**config.mk**
```make
export PLATFORM = sky130hd
export DESIGN_NAME = call_return_unit
export DESIGN_NICKNAME = d
export VERILOG_FILES = /design/src/rtl/crt_pkg.sv /design/src/rtl/crt_target.sv /design/src/rtl/crt_stack_engine.sv /design/src/rtl/call_return_unit.sv
export SDC_FILE = /design/constraint.sdc
export NUM_CORES = 1
export LEC_CHECK = 0
export ABC_AREA = 1
export BUFFER_PORTS_ARGS = -buffer_cell sky130_fd_sc_hd__buf_2
export CORE_UTILIZATION = 45
export DETAILED_ROUTE_END_ITERATION = 10
export MAX_ROUTING_LAYER = met4
export PLACE_DENSITY = 0.7
export SYNTH_ARGS = -nofsm -noshare
export SYNTH_HDL_FRONTEND = slang
export SYNTH_SLANG_ARGS = --single-unit
```
**constraint.sdc**
```tcl
create_clock -name clk -period 4.6 [get_ports clk]
set_input_delay 0.92 -clock clk [delete_from_list [all_inputs] [get_ports clk]]
set_output_delay 0.92 -clock clk [all_outputs]
set_load 0.1 [all_outputs]
```
**src/rtl/crt_pkg.sv**
```systemverilog
package crt_pkg;
  localparam int PC_W = 22;
  localparam int XW   = 24;

  typedef enum logic [2:0] {
    OP_CALL   = 3'd0,
    OP_RCALL  = 3'd1,
    OP_ICALL  = 3'd2,
    OP_EICALL = 3'd3,
    OP_RET    = 3'd4,
    OP_RETI   = 3'd5,
    OP_RSV6   = 3'd6,
    OP_RSV7   = 3'd7
  } crt_op_e;

  // Keep only the implemented flash word-address bits.
  function automatic logic [PC_W-1:0] mask_pc(input logic [XW-1:0] v, input int aw);
    logic [XW-1:0] m;
    m = (XW'(1) << aw) - XW'(1);
    return PC_W'(v & m);
  endfunction

  // Base plus a 12-bit two's-complement offset, computed on the wide datapath.
  function automatic logic [XW-1:0] add_rel12(input logic [PC_W-1:0] base, input logic [11:0] off);
    return XW'(base) + {{(XW-12){off[11]}}, off};
  endfunction

  function automatic logic is_call(input crt_op_e op);
    return (op == OP_CALL) || (op == OP_RCALL) || (op == OP_ICALL) || (op == OP_EICALL);
  endfunction

  function automatic logic is_return(input crt_op_e op);
    return (op == OP_RET) || (op == OP_RETI);
  endfunction
endpackage

```
**src/rtl/crt_target.sv**
```systemverilog
module crt_target
  import crt_pkg::*;
#(
  parameter int FLASH_AW = 17
) (
  input  crt_op_e          op,
  input  logic [PC_W-1:0]  ret_pc,
  input  logic [PC_W-1:0]  abs_target,
  input  logic [11:0]      rel_off,
  input  logic [15:0]      z_ptr,
  input  logic [7:0]       ext_hi,
  output logic [PC_W-1:0]  target
);
  logic [XW-1:0] raw;

  always_comb begin
    case (op)
      OP_CALL:   raw = XW'(abs_target);
      OP_RCALL:  raw = add_rel12(ret_pc, rel_off);
      OP_ICALL:  raw = XW'(z_ptr);
      OP_EICALL: raw = {ext_hi, z_ptr};
      default:   raw = '0;
    endcase
    target = mask_pc(raw, FLASH_AW);
  end
endmodule

```
**src/rtl/crt_stack_engine.sv**
```systemverilog
module crt_stack_engine #(
  parameter  int SP_W   = 16,
  parameter  int NB_MAX = 3,
  localparam int DW     = 8 * NB_MAX,
  localparam int IW     = $clog2(NB_MAX + 1)
) (
  input  logic            clk,
  input  logic            rst_n,
  input  logic            start,
  input  logic            push,
  input  logic [IW-1:0]   nbytes,
  input  logic [DW-1:0]   wdata,
  input  logic [SP_W-1:0] sp_in,
  output logic            busy,
  output logic            xfer_last,
  output logic [DW-1:0]   rd_word,
  output logic [SP_W-1:0] mem_addr,
  output logic            mem_we,
  output logic            mem_re,
  output logic [7:0]      mem_wdata,
  input  logic [7:0]      mem_rdata,
  output logic            sp_we,
  output logic [SP_W-1:0] sp_wdata
);
  logic            active_q, push_q;
  logic [IW-1:0]   idx_q, nb_q;
  logic [SP_W-1:0] sp_q, sp_next;
  logic [DW-1:0]   data_q, acc_q;
  logic            last;

  always_comb begin
    sp_next   = push_q ? sp_q - SP_W'(1) : sp_q + SP_W'(1);
    last      = push_q ? (idx_q == nb_q - IW'(1)) : (idx_q == '0);
    mem_addr  = push_q ? sp_q : sp_q + SP_W'(1);
    mem_we    = active_q & push_q;
    mem_re    = active_q & ~push_q;
    mem_wdata = data_q[idx_q*8 +: 8];
    rd_word   = acc_q;
    rd_word[idx_q*8 +: 8] = mem_rdata;
    sp_we     = active_q & last;
    sp_wdata  = sp_next;
    busy      = active_q;
    xfer_last = active_q & last;
  end

  always_ff @(posedge clk or negedge rst_n) begin
    if (!rst_n) begin
      active_q <= 1'b0;
      push_q   <= 1'b0;
      idx_q    <= '0;
      nb_q     <= '0;
      sp_q     <= '0;
      data_q   <= '0;
      acc_q    <= '0;
    end else if (!active_q) begin
      if (start) begin
        active_q <= 1'b1;
        push_q   <= push;
        nb_q     <= nbytes;
        sp_q     <= sp_in;
        data_q   <= wdata;
        acc_q    <= '0;
        idx_q    <= push ? '0 : nbytes - IW'(1);
      end
    end else begin
      sp_q <= sp_next;
      if (!push_q) acc_q <= rd_word;
      idx_q <= push_q ? idx_q + IW'(1) : idx_q - IW'(1);
      if (last) active_q <= 1'b0;
    end
  end

  // successive pushes walk down the stack
  p_push_desc_r1: assert property (@(posedge clk) disable iff (!rst_n)
    (mem_we && $past(mem_we)) |-> (mem_addr == $past(mem_addr) - SP_W'(1)));
  // successive pops walk up the stack
  p_pop_asc_r3: assert property (@(posedge clk) disable iff (!rst_n)
    (mem_re && $past(mem_re)) |-> (mem_addr == $past(mem_addr) + SP_W'(1)));
  // single port, never read and write together
  p_port_excl_r10: assert property (@(posedge clk) disable iff (!rst_n)
    !(mem_we && mem_re));
  // stack pointer write-back only in a transfer cycle
  p_spwe_in_xfer_r4: assert property (@(posedge clk) disable iff (!rst_n)
    sp_we |-> (mem_we || mem_re));
endmodule

```
**src/rtl/call_return_unit.sv**
```systemverilog
module call_return_unit
  import crt_pkg::*;
#(
  parameter int FLASH_AW = 17,
  parameter int SP_W     = 16,
  parameter logic [21:0] RESET_PC = 22'h0
) (
  input  logic        clk,
  input  logic        rst_n,
  input  logic        wide_pc,
  input  logic        req_valid,
  input  logic [2:0]  req_op,
  input  logic [21:0] ret_pc,
  input  logic [21:0] abs_target,
  input  logic [11:0] rel_off,
  input  logic [15:0] z_ptr,
  input  logic [7:0]  ext_hi,
  input  logic [15:0] sp_in,
  output logic        sp_we,
  output logic [15:0] sp_wdata,
  output logic [15:0] mem_addr,
  output logic        mem_we,
  output logic        mem_re,
  output logic [7:0]  mem_wdata,
  input  logic [7:0]  mem_rdata,
  output logic        busy,
  output logic [21:0] pc_out,
  output logic        pc_valid,
  output logic        set_i
);
  localparam int NB_WIDE   = (PC_W + 7) / 8;
  localparam int NB_NARROW = 2;
  localparam int IW        = $clog2(NB_WIDE + 1);
  localparam int DW        = 8 * NB_WIDE;

  crt_op_e         op_in, op_q;
  logic [PC_W-1:0] tgt_now, tgt_q, pc_q;
  logic            pc_valid_q, set_i_q;
  logic            accept, eng_busy, eng_last;
  logic [IW-1:0]   nbytes;
  logic [DW-1:0]   push_word, rd_word;

  assign op_in     = crt_op_e'(req_op);
  assign accept    = req_valid & ~eng_busy & (is_call(op_in) | is_return(op_in));
  assign nbytes    = wide_pc ? IW'(NB_WIDE) : IW'(NB_NARROW);
  assign push_word = wide_pc ? DW'(ret_pc) : DW'(ret_pc[15:0]);

  crt_target #(.FLASH_AW(FLASH_AW)) u_target (
    .op(op_in), .ret_pc(ret_pc), .abs_target(abs_target), .rel_off(rel_off),
    .z_ptr(z_ptr), .ext_hi(ext_hi), .target(tgt_now)
  );

  crt_stack_engine #(.SP_W(SP_W), .NB_MAX(NB_WIDE)) u_engine (
    .clk(clk), .rst_n(rst_n), .start(accept), .push(is_call(op_in)),
    .nbytes(nbytes), .wdata(push_word), .sp_in(sp_in), .busy(eng_busy),
    .xfer_last(eng_last), .rd_word(rd_word), .mem_addr(mem_addr),
    .mem_we(mem_we), .mem_re(mem_re), .mem_wdata(mem_wdata),
    .mem_rdata(mem_rdata), .sp_we(sp_we), .sp_wdata(sp_wdata)
  );

  always_ff @(posedge clk or negedge rst_n) begin
    if (!rst_n) begin
      op_q       <= OP_CALL;
      tgt_q      <= '0;
      pc_q       <= RESET_PC;
      pc_valid_q <= 1'b0;
      set_i_q    <= 1'b0;
    end else begin
      if (accept) begin
        op_q  <= op_in;
        tgt_q <= tgt_now;
      end
      pc_valid_q <= eng_last;
      set_i_q    <= eng_last & (op_q == OP_RETI);
      if (eng_last)
        pc_q <= is_call(op_q) ? tgt_q : mask_pc(rd_word, FLASH_AW);
    end
  end

  assign busy     = eng_busy;
  assign pc_out   = pc_q;
  assign pc_valid = pc_valid_q;
  assign set_i    = set_i_q;

  // loaded program counter never exceeds the flash width
  p_pc_masked_r9: assert property (@(posedge clk) disable iff (!rst_n)
    pc_valid |-> ((XW'(pc_out) >> FLASH_AW) == '0));
  // interrupt enable only at a completion
  p_seti_with_valid_r8: assert property (@(posedge clk) disable iff (!rst_n)
    set_i |-> pc_valid);
  // completion is reported with busy already low
  p_valid_not_busy_r10: assert property (@(posedge clk) disable iff (!rst_n)
    pc_valid |-> !busy);
  // program counter moves only with a completion pulse
  p_pc_hold_r10: assert property (@(posedge clk) disable iff (!rst_n)
    !pc_valid |-> $stable(pc_out));
endmodule

```
==> reports/qor.yml <==
ys_warn_count: 0
rr_worst_depth: 9
dr_wl_met3_microns: 738
fin_crit_ns: 3.71
ios: 179
die_h_microns: 124
r2r_slack_ns: 1.95
syn_inst: 986
synth_edf_count: 0
crit_path_cell_trace: "inv_1 -> ha_1 -> o22ai_1 -> inv_1 -> nand2_2 -> buf_4 -> inv_1 -> buf_2"
crit_arrival_ns: 2.79
dp_hpwl_microns: 14200
ys_top_cells_by_area: "dfrtp_1 37%, nand2_1 18%, inv_1 8.6%"
grt_max_degree: 69
h-tree-depth: 3
cp.required_ns: 3.68
timing_hold_violations_final: 0
antenna_left: 0
core_area_sq_mm: 0.0146
hold_class: "reg -> reg"
worstMarginPinSlew_ns: 0.888
grt_pass1_wl_microns: 30900
initial_core_util_pct: 46.2
ys_ff_latch: 100
critPathKind: "reg -> out"
dr.pass1.iters: 5
grt-ovfl-total: 0
path_clk_slew_ns: 0.06
portBuffers: 161
rsz0062_at_grt: "false"
layout-drive-gt1-share_pct: 18.1
crit_family: "buffers and inverters"
holdPathEnd: "tgt_q[12]$_DFFE_PN0P_"
rows: 44
drt_iter0_markers: 463
hold_slack_ns: 0.480
timing.fmax_ghz: 0.270
drc_errors: 0
gp_congestion: 0.934
max_stage_delay_ns: 0.76
grt_pass1_vias: 6109
min-delay-start: "tgt_q[12]$_DFFE_PN0P_"
crit_fanout: 36
cts_buffer_depth: 2
wl_met1_microns: 8940
cp_num_buf_inv: 5
synth_ff_type: "dfrtp_1"
crit_slowest_cell: "dfrtp_1"
timing.rr.end: "u_engine.sp_q[14]$_DFFE_PN0P_"
crit_path_frequent_cell: "inv_1"
ys_seq_area_share_pct: 37.2
synth_top_area_share_pct: 37.2
min_path_cells: 2
cts_tree: "done"
post-route-util_pct: 54.3
die_area_sq_mm: 0.0155
setup_violations: 0
setup.worst_path.start_class: "flop"
timing.final.crit_share_pct: 80.7
via_count: 6622
worst_setup_path_end_kind: "primary output"
relSlewSlack_pct: 40.8
worstReg2RegStart: "u_engine.busy$_DFF_PN0_"
die_w_microns: 124
vias_per_cell: 5.04
dr_wl_met2_microns: 8620
tns_ns: 0
clock_latency_ns: 0.35
syn_avg_cell_area_sq_um: 6.83
synthArstFlopShare_pct: 100
cts-hold-fix-buffers: 0
globalRouteTotalUtil_pct: 25.5
ys_types: 41
cts_made_buffers: 9
cts-resized-gates: 0
outcome: "finished clean"
cts-root-buf: "clkbuf_16"
maxCapViolations: 0
fin_nets: 1259
slew_violations: 0
top_layer: "met4"
drt-total-wl_microns: 18700
postCtsSetupRepairBufs: 0
cts.sinks: 100
wl_per_cell_microns: 14.2
antenna_found_initial: 1
yosys.area.top_type: "dfrtp_1"
synthToLayoutAreaGrowth_pct: 17.6
crit_start: "u_engine.idx_q[0]$_DFFE_PN0P_"
clock-skew-final_ns: 0.00664
synth_area_sq_mm: 0.00673
-- cells in the mapped netlist (2+ instances only) --
library cell / count
a22o_1: 11
nor2_2: 5
nor3_1: 9
nand2_1: 329
o21ai_1: 17
nand4_1: 5
nand3_2: 4
nand3_1: 57
xnor2_1: 3
o22ai_1: 33
nand3b_1: 2
o21bai_1: 2
a21oi_1: 22
xor2_1: 10
nand2_2: 4
inv_2: 4
clkbuf_1: 12
nor2_1: 33
buf_2: 15
o21ai_0: 94
dfrtp_1: 100
inv_1: 155
buf_4: 11
o211ai_1: 9
or2_2: 3
ha_1: 22
-- flip-flops by register name, indices dropped and copies added, names as in the netlist --
signal / count
u_engine.sp_q: 16
u_engine.push_q: 1
set_i: 1
u_engine.nb_q: 2
u_engine.data_q: 22
pc_out: 17
tgt_q: 17
u_engine.busy: 1
pc_valid: 1
u_engine.acc_q: 17
op_q: 3
u_engine.idx_q: 2
-- worst min-delay path, stage by stage, from the launching register on --
cell	delay, ns
dfrtp_1	0.34
nand2_1	0.05
nand2_1	0.05
-- metrics by stage --
step | instances | cell area (sq um) | worst slack, ns
after global routing | 1315 | 7920 | 0.660
after global placement | 1298 | 7590 | 1.32
after CTS | 1314 | 7920 | 0.892
final | 1315 | 7920 | 0.890
after detailed placement | 1298 | 7590 | 1.25
after floorplan | 990 | 6750 | 0.237
-- how the worst max path moves through the flow --
stage          cells past startpoint  slack [ns]           to
2_1_floorplan                      7        0.24  sp_wdata[6]
3_3_place_gp                       8        1.32        sp_we
3_5_place_dp                       8        1.25        sp_we
4_1_cts                            8        0.89        sp_we
5_1_grt                            8        0.66        sp_we
6_report                           8        0.89        sp_we
-- kinds of logic after synthesis --
| logic type | after synthesis | share of synthesized area (%) |
|---|---|---|
| fa+ha+maj | 23 | 4.38 |
| flops | 100 | 37.2 |
| xor+xnor | 13 | 1.69 |
| compound gates | 192 | 16.1 |
| simple gates | 456 | 28.2 |
| buf+inv | 200 | 12.2 |
| mux | 1 | 0.149 |
| other cells | 1 | 0.0557 |
-- final cells by class --
type / instances / area, sq um
clock buffers: 10 / 229
clock inverters: 6 / 93.8
multi-input cells: 690 / 3430
fillers: 1458 / 6670
flip-flops and latches: 100 / 2500
inverters: 159 / 597
repair buffers: 165 / 838
well taps: 184 / 230
diodes: 1 / 2.50
-- cells in the final DEF, fill, tap and decap left out, types with 5 or more instances in the layout --
cell	netlist	routed
a21oi_1	22	22
a22o_1	11	11
buf_2	15	160
buf_4	11	5
clkbuf_16	0	9
conb_1	1	5
dfrtp_1	100	100
ha_1	22	22
inv_1	155	155
nand2_1	329	329
nand3_1	57	57
nand4_1	5	5
nor2_1	33	33
nor2_2	5	5
nor3_1	9	9
o211ai_1	9	9
o21ai_0	94	91
o21ai_1	17	20
o22ai_1	33	33
xor2_1	10	10
-- per-layer routing --
metal,vias up,GRT usage [%]
met1,3003,35.2
li1,3417,-
met4,0,7.94
met3,23,3.48
met2,179,39.0
met5,-,-
Power is left out: the tool's default activity adds up to more than one toggle a clock period on the data nets, which glitch-free logic cannot reach.
